--- src/rtl/wgt_rot_pkg.sv ---
package wgt_rot_pkg;

   typedef enum logic [1:0] {
      PH_IDLE = 2'd0,
      PH_UPD  = 2'd1,
      PH_GAP  = 2'd2,
      PH_SHF  = 2'd3
   } phase_e;

   // column whose bits feed column p during the rotating shift
   function automatic int rot_src(input int p, input int ncol);
      return (p + 1) % ncol;
   endfunction

endpackage

--- src/rtl/wgt_rot_seq.sv ---
module wgt_rot_seq
   import wgt_rot_pkg::*;
#(
   parameter int WW        = 8,
   parameter int SHF_START = 16
) (
   input  logic clk,
   input  logic rst,
   input  logic start,
   output logic upd,
   output logic clr_c,
   output logic shf,
   output logic busy
);

   localparam int LAST = SHF_START + WW - 1;
   localparam int CW   = $clog2(LAST + 1);

   phase_e          ph_q;
   logic [CW-1:0]   cnt_q;

   always_ff @(posedge clk) begin
      if (rst) begin
         ph_q  <= PH_IDLE;
         cnt_q <= '0;
      end else begin
         unique case (ph_q)
            PH_IDLE: begin
               if (start) begin
                  ph_q  <= PH_UPD;
                  cnt_q <= '0;
               end
            end
            PH_UPD: begin
               cnt_q <= cnt_q + CW'(1);
               if (cnt_q == CW'(WW - 1))
                  ph_q <= (SHF_START == WW) ? PH_SHF : PH_GAP;
            end
            PH_GAP: begin
               cnt_q <= cnt_q + CW'(1);
               if (cnt_q == CW'(SHF_START - 1))
                  ph_q <= PH_SHF;
            end
            PH_SHF: begin
               if (cnt_q == CW'(LAST)) begin
                  ph_q  <= PH_IDLE;
                  cnt_q <= '0;
               end else begin
                  cnt_q <= cnt_q + CW'(1);
               end
            end
            default: ph_q <= PH_IDLE;
         endcase
      end
   end

   assign upd   = (ph_q == PH_UPD);
   assign clr_c = (ph_q == PH_UPD) && (cnt_q == '0);
   assign shf   = (ph_q == PH_SHF);
   assign busy  = (ph_q != PH_IDLE);

endmodule

--- src/rtl/wgt_rot_cell.sv ---
module wgt_rot_cell #(
   parameter int WW = 8
) (
   input  logic clk,
   input  logic rst,
   input  logic upd,
   input  logic clr_c,
   input  logic shf,
   input  logic inc_bit,
   input  logic rot_in,
   output logic lsb
);

   logic [WW-1:0] w_q;
   logic          c_q;
   logic          cin;
   logic          sum;
   logic          cout;

   // carry of the previous iteration is dropped in the first update cycle
   assign cin  = clr_c ? 1'b0 : c_q;
   assign sum  = w_q[0] ^ inc_bit ^ cin;
   assign cout = (w_q[0] & inc_bit) | (w_q[0] & cin) | (inc_bit & cin);

   always_ff @(posedge clk) begin
      if (rst) begin
         w_q <= '0;
         c_q <= 1'b0;
      end else if (upd) begin
         w_q <= {sum, w_q[WW-1:1]};
         c_q <= cout;
      end else if (shf) begin
         w_q <= {rot_in, w_q[WW-1:1]};
      end
   end

   assign lsb = w_q[0];

endmodule

--- src/rtl/wgt_rot_col.sv ---
module wgt_rot_col #(
   parameter int NROW = 4,
   parameter int WW   = 8
) (
   input  logic            clk,
   input  logic            rst,
   input  logic            upd,
   input  logic            clr_c,
   input  logic            shf,
   input  logic [NROW-1:0] inc_bits,
   input  logic [NROW-1:0] rot_in,
   output logic [NROW-1:0] lsbs
);

   for (genvar n = 0; n < NROW; n++) begin : g_row
      wgt_rot_cell #(.WW(WW)) cell_i (
         .clk     (clk),
         .rst     (rst),
         .upd     (upd),
         .clr_c   (clr_c),
         .shf     (shf),
         .inc_bit (inc_bits[n]),
         .rot_in  (rot_in[n]),
         .lsb     (lsbs[n])
      );
   end

endmodule

--- src/rtl/wgt_rot_bank.sv ---
module wgt_rot_bank
   import wgt_rot_pkg::*;
#(
   parameter int NROW      = 4,
   parameter int NCOL      = 4,
   parameter int WW        = 8,
   parameter int TBL_CYC   = 16,
   parameter int SHF_START = 16
) (
   input  logic                 clk,
   input  logic                 rst,
   input  logic                 iter_start,
   input  logic [NCOL*NROW-1:0] inc_bits,
   output logic                 upd_act,
   output logic [NCOL*NROW-1:0] slice,
   output logic                 slice_vld
);

   localparam int NW = NCOL * NROW;

   if (NROW < 1 || NCOL < 1) begin : g_bad_dim
      $error("wgt_rot_bank: NROW and NCOL must be at least 1");
   end
   if (WW < 2) begin : g_bad_ww
      $error("wgt_rot_bank: WW must be at least 2");
   end
   if (WW > TBL_CYC) begin : g_bad_fit
      $error("wgt_rot_bank: WW must not exceed TBL_CYC");
   end
   if (SHF_START < WW) begin : g_bad_start
      $error("wgt_rot_bank: SHF_START must not precede the end of the update");
   end

   logic upd;
   logic clr_c;
   logic shf;
   logic busy;
   logic [NW-1:0] lsb_all;

   wgt_rot_seq #(.WW(WW), .SHF_START(SHF_START)) seq_i (
      .clk   (clk),
      .rst   (rst),
      .start (iter_start),
      .upd   (upd),
      .clr_c (clr_c),
      .shf   (shf),
      .busy  (busy)
   );

   for (genvar p = 0; p < NCOL; p++) begin : g_col
      logic [NROW-1:0] rot_in;
      if (NCOL == 1) begin : g_self
         assign rot_in = lsb_all[NROW-1:0];
      end else begin : g_next
         assign rot_in = lsb_all[rot_src(p, NCOL)*NROW +: NROW];
      end
      wgt_rot_col #(.NROW(NROW), .WW(WW)) col_i (
         .clk      (clk),
         .rst      (rst),
         .upd      (upd),
         .clr_c    (clr_c),
         .shf      (shf),
         .inc_bits (inc_bits[p*NROW +: NROW]),
         .rot_in   (rot_in),
         .lsbs     (lsb_all[p*NROW +: NROW])
      );
   end

   assign upd_act   = upd;
   assign slice     = lsb_all;
   assign slice_vld = shf;

endmodule

--- config.mk ---
export PLATFORM = sky130hd
export DESIGN_NAME = wgt_rot_bank
export DESIGN_NICKNAME = d
export VERILOG_FILES = /design/src/rtl/wgt_rot_pkg.sv /design/src/rtl/wgt_rot_seq.sv /design/src/rtl/wgt_rot_cell.sv /design/src/rtl/wgt_rot_col.sv /design/src/rtl/wgt_rot_bank.sv
export SDC_FILE = /design/constraint.sdc
export NUM_CORES = 1
export LEC_CHECK = 0
export ABC_AREA = 1
export BUFFER_PORTS_ARGS = -buffer_cell sky130_fd_sc_hd__buf_2
export CORE_ASPECT_RATIO = 1.75
export CORE_UTILIZATION = 34
export CTS_CLUSTER_SIZE = 14
export DETAILED_ROUTE_END_ITERATION = 10
export GPL_ROUTABILITY_DRIVEN = 0
export HOLD_SLACK_MARGIN = 0.06
export SETUP_SLACK_MARGIN = 0.2
export SLEW_MARGIN = 15
export SYNTH_ARGS = -nofsm -noshare
export SYNTH_HDL_FRONTEND = slang
export SYNTH_HIERARCHICAL = 1
export SYNTH_SLANG_ARGS = --single-unit
--- constraint.sdc ---
create_clock -name clk -period 11.44 [get_ports clk]
set_clock_uncertainty 0.1 [all_clocks]
set_input_delay 1.716 -clock clk [delete_from_list [all_inputs] [get_ports clk]]
set_output_delay 1.716 -clock clk [all_outputs]
set_load 0.05 [all_outputs]
-- Yosys cells after proc, flatten, opt, wreduce, memory -nomap -nowiden
Cells that the tools add are included.
- register bits after elaboration: 151
- input bits: 19
- output and inout bits: 18
- logic and storage cells: 219
- add/subtract/negate cells: 1
- equality and inequality tests: 10
- mux-type cells: 56
- bitwise gates (word level): 112
- reductions and logical operators: 6
- operator list (cell ; number):
    two-way mux 8 bit ; 32
    AND 1 bit ; 48
    bitwise OR 1 bit ; 32
    XOR 1 bit ; 32
    two-way mux 1 bit ; 16
    one-hot mux 5 bit (3 select lines) ; 1
    two-way mux 5 bit ; 2
    two-way mux 2 bit ; 4
    one-hot mux 2 bit (4 select lines) ; 1
    != test 2 x 1 -> 1 bit, second input constant ; 3
    adder 5 x 1 -> 5 bit, second input constant ; 1
    == test 5 x 3 -> 1 bit, second input constant ; 1
    == test 5 x 4 -> 1 bit, second input constant ; 1
    == test 5 bit, second input constant ; 1
    logical NOT 5 bit ; 1
    == test 2 bit, second input constant ; 2
    AND reduction 4 bit ; 1
    == test 2 x 1 -> 1 bit, second input constant ; 1
    logical NOT 2 bit ; 1
    != test 2 bit, second input constant ; 1
    nonzero test 2 bit ; 1
    OR reduction 2 bit ; 1
    logical AND 1 bit ; 1

-- Longest topological paths before layout
Gate-level depths: netlist of run 1.
- depth after elaboration: 6
- mapped depth: 12
- gate-level depth less buffers: 12

-- Hierarchy
The synthesis of run 1 kept the hierarchy.
- by module, submodules not included (module ; instances ; cells each ; area an instance (um^2)):
    wgt_rot_cell ; 16 ; 51 ; 392.9
    wgt_rot_seq ; 1 ; 75 ; 518.0

-- Worst setup path before layout of run 1
Ideal clock, no wire load.
- path type: reg2reg
- start: register seq_i.ph_q[1]
- end: register g_col[0].col_i.g_row[0].cell_i.w_q[7]
- data arrival time: 4.824 ns
- required time: 11.278 ns
- setup slack: 6.454 ns
- stages on the path, launching flop included: 13
- buffers on the path: 0
- clock period less this slack: 4.986 ns
- cell sequence: dfxtp_1 inv_1 ha_1 nand2_1 nor4_1 inv_1 nand2_1 fa_1 inv_1 nand2_1 nand2_1 nor2_1 nor2_2
- word-level cells in the longest chain between the ends: 5
- RTL lines (element ; line ; RTL):
    start, declared ; wgt_rot_seq.sv:19 ; phase_e ph_q;
    start signal, assigned ; wgt_rot_seq.sv:37 ; ph_q <= (SHF_START == WW) ? PH_SHF : PH_GAP;
    == test 2 x 1 -> 1 bit ; wgt_rot_seq.sv:57 ; assign upd = (ph_q == PH_UPD);
    named net upd_act ; wgt_rot_bank.sv:14 ; output logic upd_act,
    logical AND 1 bit ; wgt_rot_seq.sv:58 ; assign clr_c = (ph_q == PH_UPD) && (cnt_q == '0);
    named net clr_c ; wgt_rot_bank.sv:35 ; logic clr_c;
    two-way mux 1 bit ; wgt_rot_cell.sv:21 ; assign cin = clr_c ? 1'b0 : c_q;
    XOR 1 bit ; wgt_rot_cell.sv:22 ; assign sum = w_q[0] ^ inc_bit ^ cin;
    two-way mux 8 bit ; wgt_rot_cell.sv:29 ; end else if (upd) begin
    end signal, assigned ; wgt_rot_cell.sv:30 ; w_q <= {sum, w_q[WW-1:1]};
    end signal, assigned ; wgt_rot_cell.sv:33 ; w_q <= {rot_in, w_q[WW-1:1]};
    end, declared ; wgt_rot_cell.sv:14 ; logic [WW-1:0] w_q;
The timed path passes the listed nets, and every way through them passes these cells.
A chain may end at the register's enable or synchronous reset.

-- Final worst setup path of run 1
- start: register seq_i.ph_q[0]
- end: output slice_vld
- word-level cells in the longest chain between the ends: 1
- RTL lines (element ; line ; RTL):
    == test 2 bit ; wgt_rot_seq.sv:59 ; assign shf = (ph_q == PH_SHF);
    end, declared ; wgt_rot_bank.sv:16 ; output logic slice_vld
No other way between the ends.

==> reports/summary.txt, run 1 <==
Fmax achieved -> 260 MHz
Synth Area per Inst -> 7.64 um^2
CTS tree -> yes
overflow left after global routing -> 0
r2r startpoint -> seq_i/ph_q[1]
final worst-path cycle share -> 33.6%
I/O Pins -> 37
CP Launch Type -> register
DR WL/cell -> 11.2 um
Final Core Density -> 39.4%
layout net count -> 960
cell area power density -> 326 nW/um^2
drt pass-1 iters -> 4
syn_nets -> 933
Post-Route WL -> 13,100 um
clock slew at reported path FFs -> 0.06 ns
Worst slew margin -> 38.8%
Yosys Warn Count -> 6
DR DRC count -> 0
Lkg Pwr -> 0.00326 uW
vias in the first global route -> 5,210
Worst Tran Pin Value -> 0.918 ns
Critical Path AT -> 2.03 ns
Worst IR Drop VDD -> 0.116 mV
total core area -> 19,700 um^2
footprint of the multi-input gates -> 3080 um^2
TritonCTS Sinks -> 151
status -> finished, final reports clean
DR vias -> 5,407
Antenna Cells -> 0
Fillers -> 2,027
Worst setup EP type -> output pin
ratio of cells with drive above 1 in the final layout -> 12.4%
Reg2Reg Setup Slack -> 8.15 ns
# hold bufs at CTS -> 0
design area -> 7750 um^2
Starting Density -> 34.6%
dpl hpwl -> 8210 um
Antenna Nets Post-Route -> 0
setup violators final -> 0
die width -> 109 um
Synth Instances -> 890
unrepaired setup endpoints after global routing -> no
HP Start -> g_col[2].col_i/g_row[1].cell_i/w_q[1]
CTS buffer count -> 17
Cell Area, Placed -> 7090 um^2
gr usage total -> 13.9%
CTS H-tree depth -> 4
die area -> 20,600 um^2
max-slew violation count -> 0
buffers from clock root to sink, at most -> 2
Root Driver -> clkbuf_16
Resized Gates After CTS -> 0
hold_ws -> 0.384 ns
final hold vios -> 0
max-cap violations -> 0
cell area after synthesis -> 6800 um^2
Clock Latency Late Sink -> 0.41 ns
RR Endpoint -> g_col[2].col_i/g_row[3].cell_i/w_q[3]
Port Buf Inserts -> 36
crit path kind -> register to output pin
critical path peak fanout -> 66
worst min path class -> register to register
reg2reg path depth -> 7
Row Count -> 68
Critical Path RT -> 9.62 ns
vias per cell -> 4.60
initial antenna violation count -> 0
Hold Path End -> g_col[2].col_i/g_row[1].cell_i/w_q[1]
Die H -> 189 um
first-pass GRT wire length -> 23,100 um
initial DRC count -> 209
FF+latch area -> 3020 um^2
Tmin final -> 3.85 ns
worst hold stages -> 2
largest net degree at the start of global routing -> 82
post-CTS setup buffer count -> 0
synthesis-to-layout area growth -> 13.9%
TNS Setup -> 0 ns
## layer usage
layer,GRT usage [%],vias to the layer above,wire (um)
met4,5.46,0,196
li1,-,2900,-
met2,25.1,34,6690
met1,15.7,2460,6020
met5,0,-,0
met3,2.72,13,227
## worst max-delay path by stage
| stage | from | cells after the start | slack (ns) | to |
|---|---|---|---|---|
| after floorplan | seq_i/ph_q[1] | 12 | 6.45 | g_col[0].col_i/g_row[0].cell_i/w_q[7] |
| after global placement | seq_i/ph_q[0] | 2 | 8.00 | slice_vld |
| after detailed placement | seq_i/ph_q[0] | 2 | 7.99 | slice_vld |
| after CTS | seq_i/ph_q[0] | 2 | 7.54 | slice_vld |
| after global routing | seq_i/ph_q[0] | 2 | 7.47 | slice_vld |
| final | seq_i/ph_q[0] | 2 | 7.59 | slice_vld |
## placed cells by master (no fill, tap or decap), types with 23 or more instances in the layout
master and n:
o21ai_1 64, inv_1 123, a21oi_1 23, nor3_1 114, dfxtp_1 151, o21ai_0 66
nor2_1 135, nand2_1 109, buf_2 36
## final cells by class
type / instances / share of cell area (%)
clock buffers: 19 / 5.72
multi-input cells: 582 / 39.7
inverters: 125 / 6.06
repair buffers: 40 / 2.71
well taps: 245 / 3.96
flip-flops and latches: 151 / 39.0
clock inverters: 13 / 2.79
## worst max-delay path: stages (launching register included)
cell and delay, ns:
dfxtp_1 0.45, ha_4 0.73, buf_2 0.40
## state kept, by name, indices dropped and copies added (netlist names)
signal                        cells
seq_i/cnt_q                       5
g_col.col_i/g_row.cell_i/c_q     16
seq_i/ph_q                        2
g_col.col_i/g_row.cell_i/w_q    128
## power breakdown
part / total, uW / internal, uW / switching (uW) / leakage, uW
clock network: 621 / 396 / 225 / 0.000311
logic: 985 / 364 / 621 / 0.00171
registers: 920 / 778 / 142 / 0.00124
total: 2530 / 1540 / 987 / 0.00326
## through the flow
stage | total power, uW | worst slack [ns] | cells
2_1_floorplan | 1780 | 6.45 | 890
3_3_place_gp | 1910 | 8.00 | 1143
3_5_place_dp | 1930 | 7.99 | 1143
4_1_cts | 2570 | 7.54 | 1175
5_1_grt | 2750 | 7.47 | 1175
6_report | 2530 | 7.59 | 1175
Power figures use the tool's default switching activity.
==> run 2: changes to the inputs <==
Settings changed: ABC_AREA 1 to 0.
Clock period 11.44 ns to 3.1 ns, I/O delays scaled along.
==> reports/summary.txt, run 2 <==
delay-heaviest family, CP -> buffers and inverters
layout net count -> 801
vias per cell -> 5.05
cell area after synthesis -> 6920 um^2
TritonCTS Sinks -> 151
Critical Path AT -> 1.98 ns
Resized Gates After CTS -> 0
Reg power frac -> 38.7%
Reg2Reg Setup Slack -> 0.81 ns
die area -> 21,000 um^2
FF+latch area -> 3020 um^2
cell area power density -> 745 nW/um^2
DR DRC count -> 0
CP Launch Type -> register
footprint of the multi-input gates -> 3470 um^2
Crit path depth -> 3
metal3 WL -> 301 um
most frequent cells in the layout -> 151 x dfxtp_1, 131 x a21oi_1, 112 x o21ai_0, 64 x or3b_1, 48 x or3b_2
Setup crit start -> seq_i/ph_q[0]
Fmax achieved -> 394 MHz
met1 wire length -> 6290 um
status -> finished, final reports clean
final worst-path cycle share -> 82.0%
Row Count -> 68
slowest stage delay, CP -> 0.49 ns
switching pwr -> 1950 uW
critical path's slowest cell -> dfxtp_1
die width -> 110 um
Switching Fraction -> 33.1%
Worst slew margin -> 51.4%
DR vias -> 5,132
DR WL/cell -> 13.0 um
max-cap violations -> 0
Starting Density -> 34.9%
largest net degree at the start of global routing -> 142
initial DRC count -> 259
setup violators final -> 0
first-pass GRT wire length -> 22,800 um
CTS buffer count -> 17
Biggest register -> g_col.col_i/g_row.cell_i/w_q
Antenna Cells -> 0
unrepaired setup endpoints after global routing -> no
Post-Route WL -> 13,200 um
r2r startpoint -> seq_i/ph_q[0]
initial antenna violation count -> 0
biggest regs -> g_col.col_i/g_row.cell_i/w_q (128), g_col.col_i/g_row.cell_i/c_q (16), seq_i/cnt_q (5)
Clock power frac -> 36.0%
Synth Instances -> 733
critical path peak fanout -> 50
cell count after placement -> 984
buffers from clock root to sink, at most -> 2
TNS Setup -> 0 ns
RR Endpoint -> g_col[3].col_i/g_row[1].cell_i/w_q[7]
ratio of cells with drive above 1 in the final layout -> 20.9%
syn_nets -> 776
highest routed layer -> met4
Lkg Pwr -> 0.00265 uW
CTS H-tree depth -> 4
final hold vios -> 0
total core area -> 19,800 um^2
Worst Tran Pin Value -> 0.728 ns
worst min path class -> register to register
Root Driver -> clkbuf_16
critical-path cell list -> ha_4 -> buf_4 -> buf_2
vias in the first global route -> 4,765
CTS tree -> yes
post-CTS setup buffer count -> 0
end point of the critical path -> upd_act
clock slew at reported path FFs -> 0.07 ns
Synth Area per Inst -> 9.44 um^2
Logic pwr share -> 25.3%
Tmin final -> 2.54 ns
Port Buf Inserts -> 36
Cell Int Power -> 3940 uW
overflow left after global routing -> 0
drt pass-1 iters -> 4
most common cell after layout, fill and taps aside -> dfxtp_1
max-slew violation count -> 0
Antenna Nets Post-Route -> 0
Yosys Warn Count -> 6
Fillers -> 1,982
Worst setup EP type -> output pin
reg2reg path depth -> 8
synthesis-to-layout area growth -> 14.3%
I/O Pins -> 37
# hold bufs at CTS -> 0
crit path kind -> register to output pin
Clock Latency Late Sink -> 0.42 ns
dpl hpwl -> 7920 um
Die H -> 191 um
Critical Path RT -> 2.53 ns
gr usage total -> 13.7%
Layout Cells excl Fill -> 1,016
met2 WL -> 6420 um
Buf/Inv on CP -> 2
max FFs per register -> 128
Worst IR Drop VDD -> 0.520 mV
[run 2: per-stage QoR]
step | hold slack [ns] | area (um^2) | setup WS, ns | power [uW] | utilization [%]
4_1_cts | 0.364 | 7910 | 0.527 | 5980 | 39.9
3_5_place_dp | 0.361 | 7310 | 0.797 | 3840 | 36.9
6_report | 0.366 | 7910 | 0.559 | 5890 | 39.9
3_3_place_gp | 0.358 | 7310 | 0.862 | 3800 | 36.9
5_1_grt | 0.386 | 7910 | 0.384 | 6270 | 39.9
2_1_floorplan | 0.348 | 6940 | 0.322 | 3510 | -
[run 2: power by group through the flow]
stage          clock network (uW)  registers (uW)  logic, uW
4_1_cts                      2180            2290       1520
5_1_grt                      2270            2310       1700
3_5_place_dp                    0            2330       1510
2_1_floorplan                   0            2290       1220
3_3_place_gp                    0            2320       1480
6_report                     2120            2280       1490
[run 2: tightest hold or removal path, stage by stage, from the launching register on]
cell and delay, ns:
dfxtp_1 0.30, o21ai_0 0.06, a21oi_1 0.06
[run 2: metal layers]
layer / GRT usage (%) / vias up
met4: 5.08 / 0
met1: 17.2 / 2410
met3: 3.28 / 10
met2: 22.6 / 47
li1: - / 2665
met5: 0 / -
[run 2: cell type report]
type	instances	area share, %
well taps	245	3.87
multi-input cells	494	43.8
flip-flops and latches	151	38.2
repair buffers	55	4.58
clock buffers	17	5.38
inverters	39	1.85
clock inverters	15	2.29
[run 2: worst min path at each step]
stage                                                 end  slack (ns)  cells past startpoint                             startpoint
finish              g_col[2].col_i/g_row[3].cell_i/w_q[2]        0.37                      2  g_col[2].col_i/g_row[3].cell_i/w_q[3]
global route           g_col[1].col_i/g_row[2].cell_i/c_q        0.39                      4                            inc_bits[6]
CTS                                        seq_i/cnt_q[1]        0.36                      4                             iter_start
detailed placement  g_col[1].col_i/g_row[0].cell_i/w_q[2]        0.36                      2  g_col[1].col_i/g_row[0].cell_i/w_q[3]
global placement    g_col[3].col_i/g_row[1].cell_i/w_q[4]        0.36                      2  g_col[3].col_i/g_row[1].cell_i/w_q[5]
floorplan           g_col[0].col_i/g_row[0].cell_i/w_q[1]        0.35                      2  g_col[0].col_i/g_row[0].cell_i/w_q[2]
==> run 3: changes to the inputs <==
Clock period 3.1 ns to 2.5 ns, I/O delays scaled along.
==> reports/summary.txt, run 3 (synthesized netlist as in run 2, its figures left out) <==
Critical Path RT -> 2.03 ns
Worst Tran Pin Value -> 0.677 ns
Root Driver -> clkbuf_16
final hold vios -> 0
dpl hpwl -> 7530 um
buffers from clock root to sink, at most -> 2
DR WL/cell -> 13.2 um
Row Count -> 68
most frequent cells in the layout -> 149 x dfxtp_1, 131 x a21oi_1, 112 x o21ai_0, 64 x or3b_1, 48 x or3b_2
DR vias -> 5,133
Biggest register -> g_col.col_i/g_row.cell_i/w_q
Worst setup EP type -> output pin
cell count after placement -> 983
final worst-path cycle share -> 85.9%
Critical Path AT -> 1.67 ns
CTS H-tree depth -> 4
setup violators final -> 0
max FFs per register -> 128
status -> finished, final reports clean
worst min path class -> primary input to register
total core area -> 19,800 um^2
Antenna Cells -> 0
most common cell after layout, fill and taps aside -> dfxtp_1
TritonCTS Sinks -> 151
initial DRC count -> 235
Layout Cells excl Fill -> 1,017
I/O Pins -> 37
CTS buffer count -> 17
drt pass-1 iters -> 4
Tmin final -> 2.15 ns
Fillers -> 1,970
Post-Route WL -> 13,400 um
largest net degree at the start of global routing -> 145
die width -> 110 um
Die H -> 191 um
crit path kind -> register to output pin
max-cap violations -> 0
overflow left after global routing -> 0
Starting Density -> 34.9%
vias in the first global route -> 4,866
Lkg Pwr -> 0.00268 uW
Fmax achieved -> 466 MHz
CP Launch Type -> register
first-pass GRT wire length -> 23,300 um
die area -> 21,000 um^2
max-slew violation count -> 0
Worst slew margin -> 54.7%
critical path peak fanout -> 33
clock slew at reported path FFs -> 0.06 ns
biggest regs -> g_col.col_i/g_row.cell_i/w_q (128), g_col.col_i/g_row.cell_i/c_q (16), seq_i/cnt_q (5)
cell area power density -> 927 nW/um^2
initial antenna violation count -> 0
TNS Setup -> 0 ns
Port Buf Inserts -> 36
gr usage total -> 14.0%
synthesis-to-layout area growth -> 15.7%
Clock Latency Late Sink -> 0.42 ns
CTS tree -> yes
Worst IR Drop VDD -> 0.603 mV
unrepaired setup endpoints after global routing -> no
DR DRC count -> 0
vias per cell -> 5.05
layout net count -> 802
Antenna Nets Post-Route -> 0
ratio of cells with drive above 1 in the final layout -> 21.2%
-- run 3: cell count changes in the layout (fill, tap and decap cells not counted), moves of 2 or more --
cell / before / now
inv_8: 4 / 0
buf_4: 17 / 12
buf_12: 3 / 6
inv_6: 4 / 1
clkinv_2: 0 / 2
clkbuf_1: 0 / 3
dfxtp_1: 151 / 149
dfxtp_2: 0 / 2
-- run 3: layer usage --
metal | share of wire [%] | global-route usage [%]
met1 | 48 | 17.5
met2 | 48 | 22.7
met3 | 2.5 | 3.18
met4 | 2.0 | 5.79
met5 | 0 | 0
-- run 3: worst max-delay path, cell delays in order (launching register included) --
cell,delay (ns)
dfxtp_2,0.39
ha_4,0.36
buf_12,0.21
buf_2,0.28
-- run 3: path summary, 6_finish.rpt --
kind	start	endpoint	slack, ns	cells after the start
min reg2reg	g_col[3].col_i/g_row[0].cell_i/w_q[6]	g_col[3].col_i/g_row[0].cell_i/w_q[5]	0.37	2
max	seq_i/ph_q[0]	slice_vld	0.35	3
max reg2reg	seq_i/ph_q[1]	g_col[2].col_i/g_row[3].cell_i/w_q[7]	0.38	9
min	iter_start	seq_i/cnt_q[1]	0.28	4
-- run 3: power breakdown --
part	total (uW)	internal (uW)	switching, uW
clock network	2620	1600	1020
logic	1980	783	1200
registers	2830	2690	141
-- run 3: layout make-up --
class                      count  area [um^2]  area share, %
multi-input combinational    494         3480           43.4
sequential                   151         3030           37.8
timing repair buffer          56          457           5.70
clock buffer                  21          450           5.62
tap                          245          307           3.83
clock inverter                11          149           1.86
inverter                      39          146           1.83
-- run 3: repair_timing --
action / 4_1_cts / 5_1_grt
cloned: 1 / 0
hold buffers: 0 / 0
setup endpoints to repair: 2 / 3
pin swaps: 1 / 0
setup buffers: 1 / 0
gates resized for setup: 1 / 1
-- run 3: stage by stage --
step | total power, uW | hold WS [ns] | setup WS, ns | util (%) | instance area [um^2]
3_3_place_gp | 4730 | 0.357 | 0.397 | 37.1 | 7360
6_report | 7430 | 0.279 | 0.352 | 40.4 | 8010
5_1_grt | 7900 | 0.305 | 0.203 | 40.4 | 8010
3_5_place_dp | 4770 | 0.361 | 0.351 | 37.1 | 7360
4_1_cts | 7530 | 0.271 | 0.241 | 40.4 | 8010
2_1_floorplan | 4380 | 0.330 | -0.146 | - | 6960
